<file path="config.mk">
export PLATFORM = sky130hd
export DESIGN_NAME = addr_window_map
export DESIGN_NICKNAME = d
export VERILOG_FILES = /design/src/rtl/addr_window_map.sv
export SDC_FILE = /design/constraint.sdc
export NUM_CORES = 1
export LEC_CHECK = 0
export BUFFER_PORTS_ARGS = -buffer_cell sky130_fd_sc_hd__buf_2
export CAP_MARGIN = 20
export CORE_UTILIZATION = 50
export DETAILED_ROUTE_END_ITERATION = 6
export GPL_ROUTABILITY_DRIVEN = 0
export GPL_TIMING_DRIVEN = 1
export PLACE_DENSITY = 0.67
export SLEW_MARGIN = 20
export SYNTH_ARGS = -nofsm -noshare
export SYNTH_HDL_FRONTEND = slang
export SYNTH_SLANG_ARGS = --single-unit
</file>
<file path="constraint.sdc">
create_clock -name clk -period 3.54 [get_ports clk]
set_input_delay 0.177 -clock clk [delete_from_list [all_inputs] [get_ports clk]]
set_output_delay 0.177 -clock clk [all_outputs]
set_load 0.1 [all_outputs]
</file>
<file path="src/rtl/addr_window_map.sv">
module addr_window_map #(
  parameter int NWIN = 8,
  parameter int TIDW = 4,
  parameter logic [TIDW-1:0] CFG_TID = TIDW'(14),
  parameter logic [TIDW-1:0] BOOT_TID = TIDW'(8),
  parameter logic [11:0] CFG_RST = 12'hFF7
) (
  input  logic            clk,
  input  logic            rst_n,
  input  logic            wr_en,
  input  logic [4:0]      wr_addr,
  input  logic [31:0]     wr_data,
  input  logic            req_valid,
  input  logic [31:0]     req_addr,
  output logic            rsp_valid,
  output logic [TIDW-1:0] rsp_target,
  output logic            rsp_hit,
  output logic            rsp_miss
);
  localparam int IW = $clog2(NWIN);

  logic [19:0]     base_q [NWIN];
  logic            en_q   [NWIN];
  logic [TIDW-1:0] tid_q  [NWIN];
  logic [5:0]      size_q [NWIN];
  logic [11:0]     cfg_q;
  logic [NWIN-1:0] win_hit;
  logic [IW-1:0]   wsel;

  assign wsel = wr_addr[IW:1];

  always_ff @(posedge clk) begin
    if (!rst_n) begin
      cfg_q <= CFG_RST;
      for (int i = 0; i < NWIN; i++) begin
        base_q[i] <= '0;
        en_q[i]   <= 1'b0;
        tid_q[i]  <= '0;
        size_q[i] <= '0;
      end
    end else if (wr_en) begin
      if (wr_addr[4]) cfg_q <= wr_data[11:0];
      else if (wr_addr[0]) begin
        en_q[wsel]   <= wr_data[31];
        tid_q[wsel]  <= wr_data[20 +: TIDW];
        size_q[wsel] <= wr_data[5:0];
      end else base_q[wsel] <= wr_data[19:0];
    end
  end

  genvar g;
  generate
    for (g = 0; g < NWIN; g++) begin : g_win
      logic [4:0]  sh;
      logic [19:0] mask;
      logic        size_ok;
      assign sh      = 5'(size_q[g] - 6'd11);
      assign size_ok = (size_q[g] >= 6'd11) && (size_q[g] <= 6'd30);
      assign mask    = 20'hFFFFF << sh;
      assign win_hit[g] = en_q[g] && size_ok &&
                          (((req_addr[31:12] ^ base_q[g]) & mask) == 20'd0);
    end
  endgenerate

  logic            any_win;
  logic [TIDW-1:0] win_tid;
  always_comb begin
    any_win = 1'b0;
    win_tid = '0;
    for (int i = NWIN - 1; i >= 0; i--) begin
      if (win_hit[i]) begin
        any_win = 1'b1;
        win_tid = tid_q[i];
      end
    end
  end

  logic            cfg_hit, boot_hit, any_hit;
  logic [TIDW-1:0] nxt_tid;
  assign cfg_hit  = req_addr[31:20] == cfg_q;
  assign boot_hit = &req_addr[31:23];
  assign any_hit  = cfg_hit || boot_hit || any_win;
  assign nxt_tid  = cfg_hit ? CFG_TID : boot_hit ? BOOT_TID : any_win ? win_tid : '0;

  always_ff @(posedge clk) begin
    if (!rst_n) begin
      rsp_valid  <= 1'b0;
      rsp_hit    <= 1'b0;
      rsp_miss   <= 1'b0;
      rsp_target <= '0;
    end else begin
      rsp_valid  <= req_valid;
      rsp_hit    <= req_valid && any_hit;
      rsp_miss   <= req_valid && !any_hit;
      rsp_target <= req_valid ? nxt_tid : '0;
    end
  end
endmodule

</file>
Yosys cells after proc, flatten, opt, wreduce, memory -nomap -nowiden
Memories as Yosys holds them, arrays and structs flattened.
Index checks and enable logic that the tools add are counted.
{ "classes": {"shift": 8, "order_cmp": 16, "n_eq_ne": 1, "n_bitwise": 19, "muxes": 42, "add_sub_neg": 8, "n_reduce_logical": 45} }
{ "op_table": {"columns": ["operator", "n"], "rows": [
  ["$and 20x20->20", 8],
  ["$logic_not 20->1", 8],
  ["$shl 20x5->20 const A", 8],
  ["$xor 20x20->20", 8],
  ["$ge 6x4->1 const B", 8],
  ["$le 6x5->1 const B", 8],
  ["$mux 4", 12],
  ["$sub 5x4->5 const B", 8],
  ["$logic_and 1x1->1", 26],
  ["$mux 1", 24],
  ["$mux 20", 1],
  ["$reduce_or 20->1", 1],
  ["$eq 12x12->1", 1],
  ["$mux 3", 4],
  ["$reduce_and 9->1", 1],
  ["$mux 6", 1],
  ["$reduce_or 6->1", 1],
  ["$reduce_or 5->1", 1],
  ["$reduce_and 2->1", 2],
  ["$reduce_or 4->1", 1],
  ["$not 1->1", 3],
  ["$logic_or 1x1->1", 2],
  ["$logic_not 1->1", 1],
  ["$reduce_or 1->1", 1]
]} }
{ "word_totals": {"ram_bits": 248, "n_memories": 4, "regBits": 19, "out_inout_bits": 7} }
{ "mem_list": {"columns": ["name", "depth", "width", "read_ports", "rd_ports_with_merged_regs", "wr", "line_no", "rtl"], "rows": [
  ["base_q", 8, 20, 8, 0, 8, "22", "logic [19:0] base_q [NWIN];"],
  ["size_q", 8, 6, 8, 0, 8, "25", "logic [5:0] size_q [NWIN];"],
  ["tid_q", 8, 4, 8, 0, 8, "24", "logic [TIDW-1:0] tid_q [NWIN];"],
  ["en_q", 8, 1, 8, 0, 8, "23", "logic en_q [NWIN];"]
]} }

Depth between registers and ports, before layout
Gate-level depths: netlist of the first run.
{ "depth": {"depth_word": 16, "mapped_depth": 12, "depth_no_buf": 12} }

Worst setup path after synthesis of the first run
OpenSTA, ideal clock, no wires.
{ "synth_path": {"kind": "reg-to-reg", "from": "memory size_q[4][1]", "to": "register rsp_target[1]", "path_slack_ns": 0.626, "required_ns": 3.471, "t_arrival_ns": 2.845, "setup_ns": 0.069, "stages_incl_launch_ff": 13, "path_buffers": 0, "cell_sequence": "edfxtp_1 > ha_1 > inv_1 > ha_1 > or2_2 > a222oi_1 > nand3_1 > a21o_1 > a221o_1 > o211a_1 > a311oi_2 > o221ai_1 > o21ai_1"} }
{ "synth_lines": {"columns": ["element", "line_no", "rtl"], "rows": [
  ["from (decl)", "25", null],
  ["to (signal assigned)", "95", "rsp_target <= req_valid ? nxt_tid : '0;"],
  ["to (decl)", "16", "output logic [TIDW-1:0] rsp_target,"]
]} }

==> results.cfg, run 1 <==
[clocking]
cts_tree = done
cts_buffer_depth = 3
cts_max_level = 1
path_clk_slew_ns = 0.06
clk_latency_ns = 0.57
cts.sink_count = 267
cts_made_buffers = 29
root_buffer = clkbuf_16

[placement]
dp_hpwl_um = 27100
io_buffers = 60
postPlaceCellArea_sq_um = 15300

[route]
viasPerCell = 5.76
wl_per_cell_um = 23.6
antenna_left = 0
drc = 0
num_vias = 10184
first_pass_iters = 5
drt_iter0_markers = 1122
routed_wl_um = 41700

[worst_hold_path]
min_path_type = primary input to flop
whs_path_depth = 3
worstHoldStart = wr_data[11]
whs_endpoint = cfg_q[11]

[sta]
tns_ns = 0
holdWs_ns = 0.0156
drv_slew = 0
setup_viol = 0
tightest_slew_ns = 1.11
timing.final.crit_share = 0.918
fin_skew_ns = 0.0199
relSlewSlack = 0.256
fin_crit_ns = 3.25
hold_viol_final = 0
fmax_mhz = 308
rsz0062_at_grt = no

[critical_path]
worstPathRequired_ns = 3.98
r2r-start = size_q[2][1]
cp_slowest_cell = edfxtp_1
crit_path_start = size_q[2][1]
path_max_fanout = 8
crit_chain = ha_1 > inv_1 > ha_1 > nor2_1 > o22ai_1 > nor4b_2 > a221oi_1 > a2111oi_4 > buf_4 > a211oi_2 > a311oi_2 > a31o_1 > a31o_1
endpoint_kind = flop
r2r_slack_ns = 0.29
slowest_delay_ns = 0.44
worstSetupPathType = flop to flop
worstPathArrival_ns = 3.69
reg2reg_depth = 13
critPathLaunchType = flop
regToRegEndpoint = rsp_target[2]

[global_routing]
grt_max_degree = 38
grt_pass1_vias = 9808
grt_pass1_wl_um = 61700
grt_antenna_before_repair = 3
grt-ovfl-total = 0
grt_usage = 0.280

[finish]
area.growth.synth_to_final_pct = 10.9
final_nets = 1462
drive_above_1_share = 0.108
final_util = 0.564
finalInstanceArea_sq_um = 16200

[die]
fp.coreArea_sq_um = 28800
start_util = 0.509
io_pins = 80
die_h_um = 173
rows = 62
die_x_um = 173
die_area_sq_um = 30000

[power_and_ir_drop]
internal-power_mw = 5.68
cellPowerDensity_nw_per_um2 = 469
ir_drop_v = 0.000386
swShare = 0.255
total_power_mw = 7.62
combPwrFrac = 0.121
cellLeakagePower_nw = 5.98
pwr-share-clk = 0.395
switchingPower_mw = 1.94
p_seq_frac = 0.484

[synthesis]
synth-seq-area-share = 0.529
synthCells = 1309
synth_largest_area_cell = edfxtp_1
synth_area_per_cell_sq_um = 11.2
yosysUniqueCellTypes = 78
ys_ff_latch = 267
synth.area.top_cells = edfxtp_1, and2_1, xor2_1, xnor2_1, dfxtp_1
async_flop_share = 0
ys.flop_type = edfxtp_1
synth_nets = 1411
synth-edff-count = 240
netlist_area_sq_um = 14600
synth.top_cell.area_share = 0.492
synth_warnings = 0

[status]
outcome = completed

[job]
cap_violations = 0
-- final cells by class --
class	count	area [sq um]
inverters	49	184
diodes	1	2.50
clock inverters	16	159
repair buffers	85	490
fillers	2415	12500
multi-input cells	928	6400
flip-flops and latches	267	7750
clock buffers	38	779
well taps	384	480
-- power by group through the flow --
stage | logic (mW) | clock network (mW) | registers (mW)
2_1_floorplan | 0.596 | 0 | 3.74
3_3_place_gp | 0.894 | 0 | 3.75
3_5_place_dp | 0.906 | 0 | 3.75
4_1_cts | 0.911 | 3.04 | 3.69
5_1_grt | 0.992 | 3.15 | 3.71
6_report | 0.922 | 3.01 | 3.69
-- Yosys cell counts, drive strengths merged, types with 3 or more instances --
cell type  count
and3           7
a41oi          3
nor3          14
o2111ai        3
nand3         25
a211oi        10
a21o           3
clkbuf        39
a32o           3
o31ai          7
inv           49
nand4          4
nor2          43
edfxtp       240
dfxtp         27
nor4           8
nand3b         8
nor3b          6
a31o           4
nor2b          8
a31oi          4
xnor2         71
a21oi         28
and2         248
nand2b        11
ha            29
o21ai         64
nand2         80
a311oi         7
o22ai         11
a221o          3
o211ai         9
or2            4
a221oi         7
a32oi          3
buf           26
nor4b          3
a22oi         15
xor2         126
o21a           5
o221ai         5
a21boi         4
maj3           3
-- cell usage in the layout, fill, tap and decap left out, drive strengths merged, types with 4 or more instances in the layout --
cell type,instances
edfxtp,240
a31o,4
a21boi,4
a221oi,7
nand3b,8
xor2,126
buf,84
xnor2,71
o31ai,7
o211ai,9
inv,50
dfxtp,27
o221ai,5
and2,248
nor3b,6
a211oi,10
clkinv,12
nand2b,11
a21oi,28
ha,29
and3,7
o21a,5
nand2,80
o22ai,11
a311oi,7
o21ai,64
nand4,4
a31oi,4
clkbuf,38
nand3,25
nor2b,8
nor2,43
or2,4
nor3,14
nor4,8
a22oi,15
-- kinds of logic after synthesis --
family | after synthesis | share of synthesized area
fa+ha+maj | 32 | 0.0268
simple gates | 475 | 0.182
compound gates | 223 | 0.108
xor+xnor | 197 | 0.119
mux | 1 | 0.000683
flops | 267 | 0.529
buf+inv | 114 | 0.0349
-- worst max path at each step --
stage	to	slack [ns]	depth (start not counted)
6_report	rsp_target[2]	0.29	13
5_1_grt	rsp_target[1]	0.02	12
4_1_cts	rsp_target[1]	0.30	12
3_5_place_dp	rsp_target[1]	0.34	12
3_3_place_gp	rsp_target[1]	0.38	12
2_1_floorplan	rsp_target[1]	0.63	12
-- per-stage QoR --
stage               instances  worst slack [ns]
CTS                      1767             0.297
detailed placement       1712             0.336
global route             1767            0.0200
global placement         1712             0.381
finish                   1768             0.290
floorplan                1309             0.626
-- routing by layer --
metal | track usage | share of wire
met1 | 0.385 | 0.43
met2 | 0.458 | 0.47
met4 | 0.110 | 0.038
met3 | 0.0262 | 0.062
met5 | 0 | 0
-- state kept, by name, indices dropped and copies added, names as in the netlist --
register,count
rsp_target,4
en_q,8
size_q,48
base_q,160
cfg_q,12
rsp_valid,1
rsp_miss,1
tid_q,32
rsp_hit,1
-- critical path: cells and delay by family, from the launching register on --
kind            cells  cell delay, ns
buf+inv             2            0.27
fa+ha+maj           2            0.60
simple gates        2            0.14
compound gates      7            1.67
flops               1            0.44
-- repair_timing --
action	4_1_cts	5_1_grt
gates resized for setup	0	1
endpoints found under the hold margin	2	0
setup buffers	0	0
hold buffers	1	0
setup endpoints to repair	0	1
Note: power is estimated with default switching activity, not from simulation.
==> inputs of run 2 (changes only) <==
- CORE_ASPECT_RATIO: default -> 0.9
- clock period: 3.54 -> 3.6 ns (I/O delays scaled with it)
==> results.cfg, run 2 (synthesis gave the netlist of run 1 again) <==
[status]
outcome = completed

[clocking]
cts_made_buffers = 28
cts.sink_count = 267
clk_latency_ns = 0.55
postCtsResizedCells = 0
cts_buffer_depth = 3
cts_max_level = 1
root_buffer = clkbuf_16
cts_setup_buffers = 0
cts_hold_repair.buffers = 1
path_clk_slew_ns = 0.06
cts_tree = done

[global_routing]
grt_antenna_before_repair = 4
grt_usage = 0.290
grt_pass1_wl_um = 62700
grt_max_degree = 38
grt-ovfl-total = 0
grt_pass1_vias = 9798

[finish]
final_nets = 1466
drive_above_1_share = 0.114
final_common_cell = and2_1
n_antenna_cell = 0
top_register = base_q
area.growth.synth_to_final_pct = 11.7
fin_cells = 1782
top_regs = base_q (160), size_q (48), tid_q (32)
layout_common_cells = and2_1, edfxtp_1, xor2_1, nand2_1, xnor2_1
multiInputGateArea_sq_um = 6400
regArea_sq_um = 7750
fillers = 2413
largest_reg_flops = 160

[critical_path]
worstPathArrival_ns = 3.85
worstPathRequired_ns = 4.09
crit_chain = ha_1 > inv_1 > ha_1 > nor2_1 > o22ai_1 > nor4b_2 > a221oi_1 > a2111oi_4 > a211oi_2 > a311oi_2 > o221ai_1 > o21ai_1
worstSetupPathType = flop to flop
crit_top_cell = ha_1
cp_slowest_cell = a2111oi_4
path_max_fanout = 8
endpoint_kind = flop
critPathLaunchType = flop
slowest_delay_ns = 0.73
r2r_slack_ns = 0.23

[route]
drc = 0
first_pass_iters = 5
viasPerCell = 5.82
wl_per_cell_um = 24.0
wl_met1_um = 17500
drt_iter0_markers = 1341
num_vias = 10369
route.met3.wl_um = 3800
routed_wl_um = 42700
antenna_left = 0
top_layer = met4
routed-wl-met2_um = 19800

[sta]
worst_slack_ns = 0.234
fin_skew_ns = 0.00703
fmax_mhz = 297
setup_viol = 0
hold_viol_final = 0
rsz0062_at_grt = no
tns_ns = 0
fin_crit_ns = 3.37
relSlewSlack = 0.308
timing.final.crit_share = 0.935
tightest_slew_ns = 1.04
drv_slew = 0

[placement]
io_buffers = 60
place_inst = 1728
dp_slack_ns = 0.301
dp_hpwl_um = 27400

[die]
die_x_um = 182
fp.coreArea_sq_um = 28900
rows = 59
start_util = 0.507
die_h_um = 164
io_pins = 80
die_area_sq_um = 30000

[job]
cap_violations = 0

[worst_hold_path]
min_path_type = primary input to flop

[power_and_ir_drop]
cellLeakagePower_nw = 6.03
ir_drop_v = 0.000382
cellPowerDensity_nw_per_um2 = 471
==> run 2: metrics by stage <==
| step | instance area (sq um) | hold slack, ns | total power [mW] | util |
|---|---|---|---|---|
| after global routing | 16400 | 0.0644 | 7.94 | 0.567 |
| after floorplan | 14600 | 0.304 | 4.26 | - |
| after CTS | 16400 | 0.0446 | 7.72 | 0.567 |
| after global placement | 15300 | 0.440 | 4.58 | 0.532 |
| after detailed placement | 15300 | 0.457 | 4.59 | 0.532 |
| final | 16400 | 0.0605 | 7.71 | 0.567 |
==> run 2: final timing paths <==
check,from,endpoint,cells after the start
min,wr_data[11],cfg_q[11],3
max,size_q[2][1],rsp_target[1],12
min reg2reg,en_q[6],en_q[6],2
max reg2reg,size_q[2][1],rsp_target[1],12
==> run 2: area by class of cell <==
class                           count  area share
Clock buffer                       36      0.0484
Clock inverter                     16      0.0130
Inverter                           49      0.0112
Multi-Input combinational cell    928       0.391
Sequential cell                   267       0.473
Tap cell                          396      0.0303
Timing Repair Buffer               90      0.0323
==> run 2: power by group <==
| part | switching (mW) | leakage, nW | internal [mW] |
|---|---|---|---|
| clock network | 1.26 | 0.494 | 1.91 |
| registers | 0.0927 | 2.50 | 3.53 |
| logic | 0.600 | 3.03 | 0.316 |
| total | 1.95 | 6.03 | 5.76 |
==> run 2: routing by layer <==
metal | global-route usage | vias up
met5 | 0 | -
met4 | 0.100 | 0
met3 | 0.0401 | 105
met2 | 0.471 | 507
met1 | 0.401 | 5033
li1 | - | 4724
==> run 2: critical path: cells and delay by family, from the launching register on <==
kind	cells	cell delay, ns
flops	1	0.45
compound gates	7	1.85
simple gates	2	0.40
fa+ha+maj	2	0.53
buf+inv	1	0.07
